--- src/rtl/cal_seq_pkg.sv ---
package cal_seq_pkg;

  typedef enum logic [2:0] {
    ST_IDLE, ST_PWR, ST_ACUR, ST_TCAL, ST_MCUR, ST_SYNC
  } seq_state_t;

  typedef enum logic [2:0] {
    OP_PWR, OP_INIT, OP_MCUR, OP_TCAL, OP_NONE
  } seq_op_t;

  localparam int ENG_PWR  = 0;
  localparam int ENG_ACUR = 1;
  localparam int ENG_TCAL = 2;
  localparam int ENG_MCUR = 3;
  localparam int NUM_ENG  = 4;

  function automatic seq_op_t code_to_op(input logic [2:0] code);
    case (code)
      3'b000:  return OP_PWR;
      3'b001:  return OP_INIT;
      3'b010:  return OP_MCUR;
      3'b011:  return OP_TCAL;
      default: return OP_NONE;
    endcase
  endfunction

  function automatic logic init_legal(input logic powered, input logic inited);
    return powered && !inited;
  endfunction

  function automatic seq_state_t entry_state(input seq_op_t op);
    case (op)
      OP_PWR:  return ST_PWR;
      OP_INIT: return ST_ACUR;
      OP_MCUR: return ST_MCUR;
      OP_TCAL: return ST_TCAL;
      default: return ST_IDLE;
    endcase
  endfunction

  function automatic logic [NUM_ENG-1:0] entry_start(input seq_op_t op);
    logic [NUM_ENG-1:0] v;
    v = '0;
    case (op)
      OP_PWR:  v[ENG_PWR]  = 1'b1;
      OP_INIT: v[ENG_ACUR] = 1'b1;
      OP_MCUR: v[ENG_MCUR] = 1'b1;
      OP_TCAL: v[ENG_TCAL] = 1'b1;
      default: v = '0;
    endcase
    return v;
  endfunction

endpackage

--- src/rtl/cal_cmd_decode.sv ---
module cal_cmd_decode
  import cal_seq_pkg::*;
(
  input  logic [2:0] code,
  input  logic       powered,
  input  logic       inited,
  output seq_op_t    op,
  output logic       reject
);

  always_comb begin
    op     = code_to_op(code);
    reject = (op == OP_NONE) || ((op == OP_INIT) && !init_legal(powered, inited));
  end

endmodule

--- src/rtl/cal_order_guard.sv ---
module cal_order_guard (
  input  logic clk,
  input  logic rst_n,
  input  logic pwr_complete,
  input  logic init_complete,
  output logic powered,
  output logic inited
);

  always_ff @(posedge clk) begin
    if (!rst_n) begin
      powered <= 1'b0;
      inited  <= 1'b0;
    end else begin
      if (pwr_complete)  powered <= 1'b1;
      if (init_complete) inited  <= 1'b1;
    end
  end


  init_after_pwr_chk: assert property (@(posedge clk) disable iff (!rst_n)
    init_complete |-> powered);


  init_once_chk: assert property (@(posedge clk) disable iff (!rst_n)
    inited |-> !init_complete);

endmodule

--- src/rtl/cal_seq_fsm.sv ---
module cal_seq_fsm
  import cal_seq_pkg::*;
#(
  parameter int CUR_W = 6
) (
  input  logic                clk,
  input  logic                rst_n,
  input  logic                go_set,
  input  seq_op_t             op,
  input  logic                reject,
  input  logic [CUR_W-1:0]    cur_ctrl,
  input  logic [NUM_ENG-1:0]  eng_done,
  input  logic                clk_sync_evt,
  output logic [NUM_ENG-1:0]  eng_start,
  output logic [CUR_W-1:0]    mcur_value,
  output logic                busy,
  output logic                sync_req,
  output logic                cmd_err,
  output logic                pwr_complete,
  output logic                init_complete
);

  seq_state_t state;
  logic       chain;
  logic       accept;
  logic       refuse;

  assign busy          = (state != ST_IDLE);
  assign accept        = go_set && !busy && !reject;
  assign refuse        = go_set && !busy && reject;
  assign pwr_complete  = (state == ST_PWR)  && eng_done[ENG_PWR];
  assign init_complete = (state == ST_SYNC) && clk_sync_evt;

  always_ff @(posedge clk) begin
    if (!rst_n) begin
      state      <= ST_IDLE;
      eng_start  <= '0;
      mcur_value <= '0;
      sync_req   <= 1'b0;
      cmd_err    <= 1'b0;
      chain      <= 1'b0;
    end else begin
      eng_start <= '0;
      case (state)
        ST_IDLE: begin
          if (refuse) cmd_err <= 1'b1;
          if (accept) begin
            cmd_err   <= 1'b0;
            state     <= entry_state(op);
            eng_start <= entry_start(op);
            chain     <= (op == OP_INIT);
            if (op == OP_MCUR) mcur_value <= cur_ctrl;
          end
        end
        ST_PWR:  if (eng_done[ENG_PWR])  state <= ST_IDLE;
        ST_MCUR: if (eng_done[ENG_MCUR]) state <= ST_IDLE;
        ST_ACUR: begin
          if (eng_done[ENG_ACUR]) begin
            state               <= ST_TCAL;
            eng_start[ENG_TCAL] <= 1'b1;
          end
        end
        ST_TCAL: begin
          if (eng_done[ENG_TCAL]) begin
            if (chain) begin
              state    <= ST_SYNC;
              sync_req <= 1'b1;
            end else begin
              state <= ST_IDLE;
            end
          end
        end
        ST_SYNC: begin
          if (clk_sync_evt) begin
            state    <= ST_IDLE;
            sync_req <= 1'b0;
            chain    <= 1'b0;
          end
        end
        default: state <= ST_IDLE;
      endcase
    end
  end

  generate
    for (genvar g = 0; g < NUM_ENG; g++) begin : g_pulse

      start_pulse_chk: assert property (@(posedge clk) disable iff (!rst_n)
        eng_start[g] |=> !eng_start[g]);
    end
  endgenerate


  one_start_chk: assert property (@(posedge clk) disable iff (!rst_n)
    $onehot0(eng_start));


  sync_busy_chk: assert property (@(posedge clk) disable iff (!rst_n)
    sync_req |-> busy);


  sync_close_chk: assert property (@(posedge clk) disable iff (!rst_n)
    init_complete |=> (!sync_req && !busy));


  reject_err_chk: assert property (@(posedge clk) disable iff (!rst_n)
    refuse |=> (cmd_err && !busy && (eng_start == '0)));


  accept_busy_chk: assert property (@(posedge clk) disable iff (!rst_n)
    accept |=> (busy && !cmd_err));


  mcur_hold_chk: assert property (@(posedge clk) disable iff (!rst_n)
    (state == ST_MCUR) |=> $stable(mcur_value));

endmodule

--- src/rtl/cal_cmd_seq.sv ---
module cal_cmd_seq
  import cal_seq_pkg::*;
#(
  parameter int CUR_W = 6
) (
  input  logic             clk,
  input  logic             rst_n,
  input  logic             go_set,
  input  logic [2:0]       cmd_code,
  input  logic [CUR_W-1:0] cur_ctrl,
  output logic             pwr_start,
  input  logic             pwr_done,
  output logic             acur_start,
  input  logic             acur_done,
  output logic             tcal_start,
  input  logic             tcal_done,
  output logic             mcur_start,
  input  logic             mcur_done,
  output logic [CUR_W-1:0] mcur_value,
  input  logic             clk_sync_evt,
  output logic             busy,
  output logic             sync_req,
  output logic             init_done,
  output logic             cmd_err
);

  seq_op_t            dec_op;
  logic               dec_reject;
  logic               powered;
  logic               inited;
  logic               pwr_complete;
  logic               init_complete;
  logic [NUM_ENG-1:0] eng_start;
  logic [NUM_ENG-1:0] eng_done;

  always_comb begin
    eng_done           = '0;
    eng_done[ENG_PWR]  = pwr_done;
    eng_done[ENG_ACUR] = acur_done;
    eng_done[ENG_TCAL] = tcal_done;
    eng_done[ENG_MCUR] = mcur_done;
  end

  assign pwr_start  = eng_start[ENG_PWR];
  assign acur_start = eng_start[ENG_ACUR];
  assign tcal_start = eng_start[ENG_TCAL];
  assign mcur_start = eng_start[ENG_MCUR];
  assign init_done  = inited;

  cal_cmd_decode u_decode (
    .code    (cmd_code),
    .powered (powered),
    .inited  (inited),
    .op      (dec_op),
    .reject  (dec_reject)
  );

  cal_order_guard u_guard (
    .clk           (clk),
    .rst_n         (rst_n),
    .pwr_complete  (pwr_complete),
    .init_complete (init_complete),
    .powered       (powered),
    .inited        (inited)
  );

  cal_seq_fsm #(.CUR_W(CUR_W)) u_fsm (
    .clk           (clk),
    .rst_n         (rst_n),
    .go_set        (go_set),
    .op            (dec_op),
    .reject        (dec_reject),
    .cur_ctrl      (cur_ctrl),
    .eng_done      (eng_done),
    .clk_sync_evt  (clk_sync_evt),
    .eng_start     (eng_start),
    .mcur_value    (mcur_value),
    .busy          (busy),
    .sync_req      (sync_req),
    .cmd_err       (cmd_err),
    .pwr_complete  (pwr_complete),
    .init_complete (init_complete)
  );


  idle_stray_chk: assert property (@(posedge clk) disable iff (!rst_n)
    (!busy && !go_set) |=> (!busy && !sync_req));

endmodule

--- config.mk ---
export PLATFORM = sky130hd
export DESIGN_NAME = cal_cmd_seq
export DESIGN_NICKNAME = d
export VERILOG_FILES = /design/src/rtl/cal_seq_pkg.sv /design/src/rtl/cal_cmd_decode.sv /design/src/rtl/cal_order_guard.sv /design/src/rtl/cal_seq_fsm.sv /design/src/rtl/cal_cmd_seq.sv
export SDC_FILE = /design/constraint.sdc
export NUM_CORES = 1
export LEC_CHECK = 0
export ABC_AREA = 1
export BUFFER_PORTS_ARGS = -buffer_cell sky130_fd_sc_hd__buf_2
export CORE_UTILIZATION = 52
export CTS_CLUSTER_DIAMETER = 120
export DETAILED_ROUTE_END_ITERATION = 6
export PLACE_DENSITY = 0.85
export SLEW_MARGIN = 20
export SYNTH_ARGS = -nofsm -noshare
export SYNTH_HDL_FRONTEND = slang
export SYNTH_SLANG_ARGS = --single-unit
--- constraint.sdc ---
create_clock -name clk -period 2.93 [get_ports clk]
set_clock_uncertainty 0.15 [all_clocks]
set_input_delay 0.4395 -clock clk [delete_from_list [all_inputs] [get_ports clk]]
set_output_delay 0.4395 -clock clk [all_outputs]
set_load 0.005 [all_outputs]
# == Word level (Yosys, flattened, before mapping) ==
# Index checks and enable logic that the tools add are counted.
# word_totals
register_bits,18
latch_bits,0
ramBits,0
romBits,0
inputBits,17
out_inout_bits,14
elab_cells,78
mem_count,0
# op_classes
n_addsub,0
n_mul,0
div,0
order_cmp,0
eq_ne,19
shift,0
mux,25
n_bitwise,0
reduce_logical,25
# ops
cell,count
2-to-1 mux 3 bit,8
one-hot mux 3 bit (4 select lines),2
"== test 3 x 2 -> 1 bit, second input constant",6
one-hot mux 3 bit (6 select lines),1
2-to-1 mux 1 bit,11
"!= test 2 bit, second input constant",5
"== test 3 x 1 -> 1 bit, second input constant",3
"== test 3 bit, second input constant",3
zero test 3 bit,3
AND reduction 3 bit,3
logical AND 1 bit,7
one-hot mux 1 bit (2 select lines),3
AND reduction 6 bit,1
nonzero test 2 bit,3
zero test 1 bit,4
"!= test 2 x 1 -> 1 bit, second input constant",2
AND reduction 4 bit,1
nonzero test 3 bit,1
AND reduction 2 bit,1
logical OR 1 bit,1

# == Depth between registers and ports, before layout ==
# logic_depth
word_depth,9
depth_mapped,9

# == By module ==
# Synthesis repeated with hierarchy kept, for this count alone.
# unflattened
hier_cells,131
area_unflattened_um2,904.6
# modules_own_cells
module,n_inst,cells_each,area_per_inst_um2
cal_seq_fsm,1,113,804.5
cal_order_guard,1,7,58.8
cal_cmd_decode,1,11,41.3

# == Least setup slack after synthesis ==
# No wires, ideal clock.
# synth_timing
path_kind,in2reg
startpoint,input cmd_code[0]
endpoint,register u_fsm.mcur_value[3]
t_arrival_ns,1.118
required_ns,2.666
path_slack_ns,1.548
path_stages,8
n_path_buf,0
cell_sequence,inv_2 -> nor2_1 -> a21oi_2 -> nand2_4 -> nor2_8 -> inv_6 -> nor2_4 -> nor2_2
# synth_via
elab_chain_len,8
# synth_rtl
item,line_no,rtl
"start, declared",cal_cmd_seq.sv:9,"input logic [2:0] cmd_code,"
"== test 3 x 2 -> 1 bit, or another cell as far along",cal_seq_pkg.sv:18,case (code)
one-hot mux 3 bit (4 select lines) *,cal_seq_pkg.sv:18,
== test 3 x 1 -> 1 bit,cal_cmd_decode.sv:13,"reject = (op == OP_NONE) || ((op == OP_INIT) && !init_legal(powered, inited));"
logical AND 1 bit,cal_cmd_decode.sv:13,
logical OR 1 bit,cal_cmd_decode.sv:13,
zero test 1 bit,cal_seq_fsm.sv:29,assign accept = go_set && !busy && !reject;
logical AND 1 bit,cal_seq_fsm.sv:29,
AND reduction 3 bit (no source line) *,-,
"end signal, assigned",cal_seq_fsm.sv:52,if (op == OP_MCUR) mcur_value <= cur_ctrl;
"end, declared",cal_seq_fsm.sv:15,"output logic [CUR_W-1:0] mcur_value,"
# Mark *: on every way between the ends. The rest lies on a longest branch, timed or not.
# A chain may end at the register's enable or synchronous reset.

# == Worst setup path in the final report ==
# layout_timing
startpoint,register u_fsm.state[0]
endpoint,output busy
# layout_via
elab_chain_len,1
# layout_rtl
item,line_no,rtl
"start, declared",cal_seq_fsm.sv:23,seq_state_t state;
"start signal, assigned",cal_seq_fsm.sv:49,state <= entry_state(op);
nonzero test 3 bit,cal_seq_fsm.sv:28,assign busy = (state != ST_IDLE);
"end, declared",cal_cmd_seq.sv:21,"output logic busy,"
# Every way passes these cells.

==> run metrics <==
status=finished clean; Skew-Pair Late Insertion Delay=~0.29 ns; FF+latch area=roughly 360 um2; Post-synth EDFFs=0; Synth Flop Type=dfxtp_1; CP required=between 2 and 2.5 ns; fillers=150; RSZ-0062 raised after global routing=no; 1st-iter DRT viols=23; Worst setup EP type=output port; RR Startpoint=u_fsm.state[0]; core area=roughly 1600 um2; WL per Instance=about 11 um; distinct cell type count after synthesis=29; Critical Path AT=around 1.2 ns; critical path startpoint=u_fsm.state[0]; Port Buffers=30; Post-Synthesis Net Count=~140; largest cells by area after synthesis=dfxtp_1 (39%), nand2_1 (6.0%), nor2_1 (5.6%); Synth Register Bits=18; Peak VDD IR=roughly 290 uV; first-pass GRT wire length=between 3000 and 4000 um; top cells by instance count after synthesis=dfxtp_1 (18), nand2_1 (15), nor2_1 (14), inv_1 (11), nor2_2 (8); Die Span Y=between 40 and 50 um; power density over the cells=approximately 410 nW/um2; CTS Buf Count=3; R2R cell count=8; worst-path fanout max=8; Reg2Reg Capture Point=u_fsm.state[1]; Initial Util=just under 60%; DR pass1 iterations=4; gr usage total=between 20% and 30%; Final Hold Vio Count=0; Setup violations, final=0; hold path start=cmd_code[1]; Post-CTS Hold Fix Bufs=0; Worst-path clk slew=0.10 ns; Critical Path Sink=busy; area of the multi-input gates=between 400 and 500 um2; Die W=roughly 44 um; die area=just under 2000 um2; area leader, netlist=dfxtp_1; count leader, synth=dfxtp_1; drt drc=0; total wire length=1920 um; row cnt=14; Routed Antenna Nets=0; worst slew pin tran=about 0.44 ns; crit path kind=flip-flop to output port; Fmax=roughly 570 MHz; routed vias/inst=a little over 5; fraction of registers with async set/reset=0%; I/O pin count=31; share of the synthesized area in the top cell type=slightly below 40%; syn avg cell area=7.93 um2; Seq/Total Area, Yosys=between 30% and 40%; Static Leak=just under 0.6 nW; Post-DP HPWL=between 1000 and 1500 um; CTS root buf=clkbuf_4; CTS tree=built; Layout area overhead=19.1%; Tcrit/Tclk final=60.1%; max-cap violations=0; fin. max-slew vios=0; Power, Total=around 0.46 mW; Longest Clk Path Bufs=2; slew margin rel.=70.4%; Mapped Cells=118; crit start category=flip-flop; layout cells sized above 1=about 40%; fin crit period=between 1.5 and 2 ns; # Post-CTS Setup Buffers=0; Synth Warn #=0; Vias=between 800 and 900; Hold Path Class=input pin to flip-flop; Sink Count=18; post-synthesis instance area=between 900 and 1000 um2; H-tree level count=1; gr ovfl total=0; largest net degree at the start of global routing=12; antenna violations before repair=0; R2R Setup Slk=1.34 ns; GP Congestion=about 0.9; number of instances resized during post-cts repair=0; setup TNS=0 ns; ant diodes=0; vias in the first global route=roughly 800; Layout Nets=roughly 170
critical path: stages (launching register included):
cell     delay, ns
dfxtp_1       0.59
nor2_8        0.08
nand2_4       0.09
buf_2         0.12
worst min-delay path by stage:
| stage | end | slack [ns] | depth (start not counted) |
|---|---|---|---|
| 2_1_floorplan | u_guard.powered | 0.29 | 2 |
| 3_3_place_gp | u_guard.powered | 0.30 | 2 |
| 3_5_place_dp | u_guard.inited | 0.31 | 2 |
| 4_1_cts | u_fsm.eng_start[1] | 0.20 | 2 |
| 5_1_grt | u_fsm.eng_start[1] | 0.21 | 2 |
| 6_report | u_fsm.eng_start[1] | 0.21 | 2 |
metrics by stage:
stage	instances	worst slack, ns	area [um2]	utilization (%)	hold slack, ns
final	172	1.17	1110	69.9	0.209
after floorplan	118	1.55	936	-	0.287
after global routing	172	1.13	1110	69.9	0.211
after detailed placement	169	1.32	1090	68.5	0.314
after CTS	172	1.17	1110	69.9	0.199
after global placement	169	1.35	1090	68.5	0.303
cell usage in the layout, fill, tap and decap left out:
| cell type | count |
|---|---|
| o211a_1 | 1 |
| o21ai_1 | 6 |
| inv_1 | 11 |
| o211ai_1 | 1 |
| a31oi_1 | 1 |
| nand3b_1 | 1 |
| nand2_4 | 3 |
| nor4_2 | 1 |
| nor2_8 | 2 |
| nor2_2 | 8 |
| nand4_1 | 3 |
| nand3_2 | 1 |
| nor3_1 | 2 |
| nor3_2 | 1 |
| nor2_4 | 3 |
| nand2_2 | 1 |
| clkbuf_4 | 3 |
| o21ai_0 | 2 |
| nand2_1 | 15 |
| nor2_1 | 14 |
| inv_2 | 4 |
| o21bai_1 | 1 |
| inv_6 | 1 |
| nand3_1 | 7 |
| buf_2 | 30 |
| a21oi_1 | 6 |
| a21oi_2 | 1 |
| dfxtp_1 | 18 |
sequential cells by signal, summed over array words and instances, names as in the netlist:
register and count:
u_fsm.state 3, u_fsm.sync_req 1, u_fsm.chain 1, u_fsm.cmd_err 1, u_fsm.eng_start 4, u_guard.inited 1
u_guard.powered 1, u_fsm.mcur_value 6
cells by family after synthesis:
logic type	share of synthesized area, %
buffers and inverters	9.49
DFF	38.5
AOI/OAI and AO/OA	11.8
and+or+nand+nor	40.2
final cells by class:
| cell class | count | share of cell area [%] |
|---|---|---|
| multi-input combinational | 81 | 43.7 |
| timing repair buffer | 30 | 13.5 |
| clock buffer | 3 | 2.02 |
| inverter | 16 | 5.84 |
| sequential | 18 | 32.3 |
| tap | 24 | 2.69 |
per-layer routing:
layer / vias to the layer above / track usage [%] / share of wire [%]
li1: 441 / - / -
met1: 395 / 30.5 / 45
met2: 33 / 36.5 / 48
met3: 5 / 2.45 / 5.3
met4: 0 / 9.09 / 2.0
met5: - / 0 / 0
report_power, final:
group / total (mW) / internal, mW / switching [mW] / leakage (nW)
clock: 0.122 / 0.0479 / 0.0736 / 0.0138
sequential: 0.259 / 0.251 / 0.00783 / 0.146
combinational: 0.0775 / 0.0303 / 0.0472 / 0.419
total: 0.458 / 0.330 / 0.129 / 0.578
Note: power is estimated with default switching activity, not from simulation.
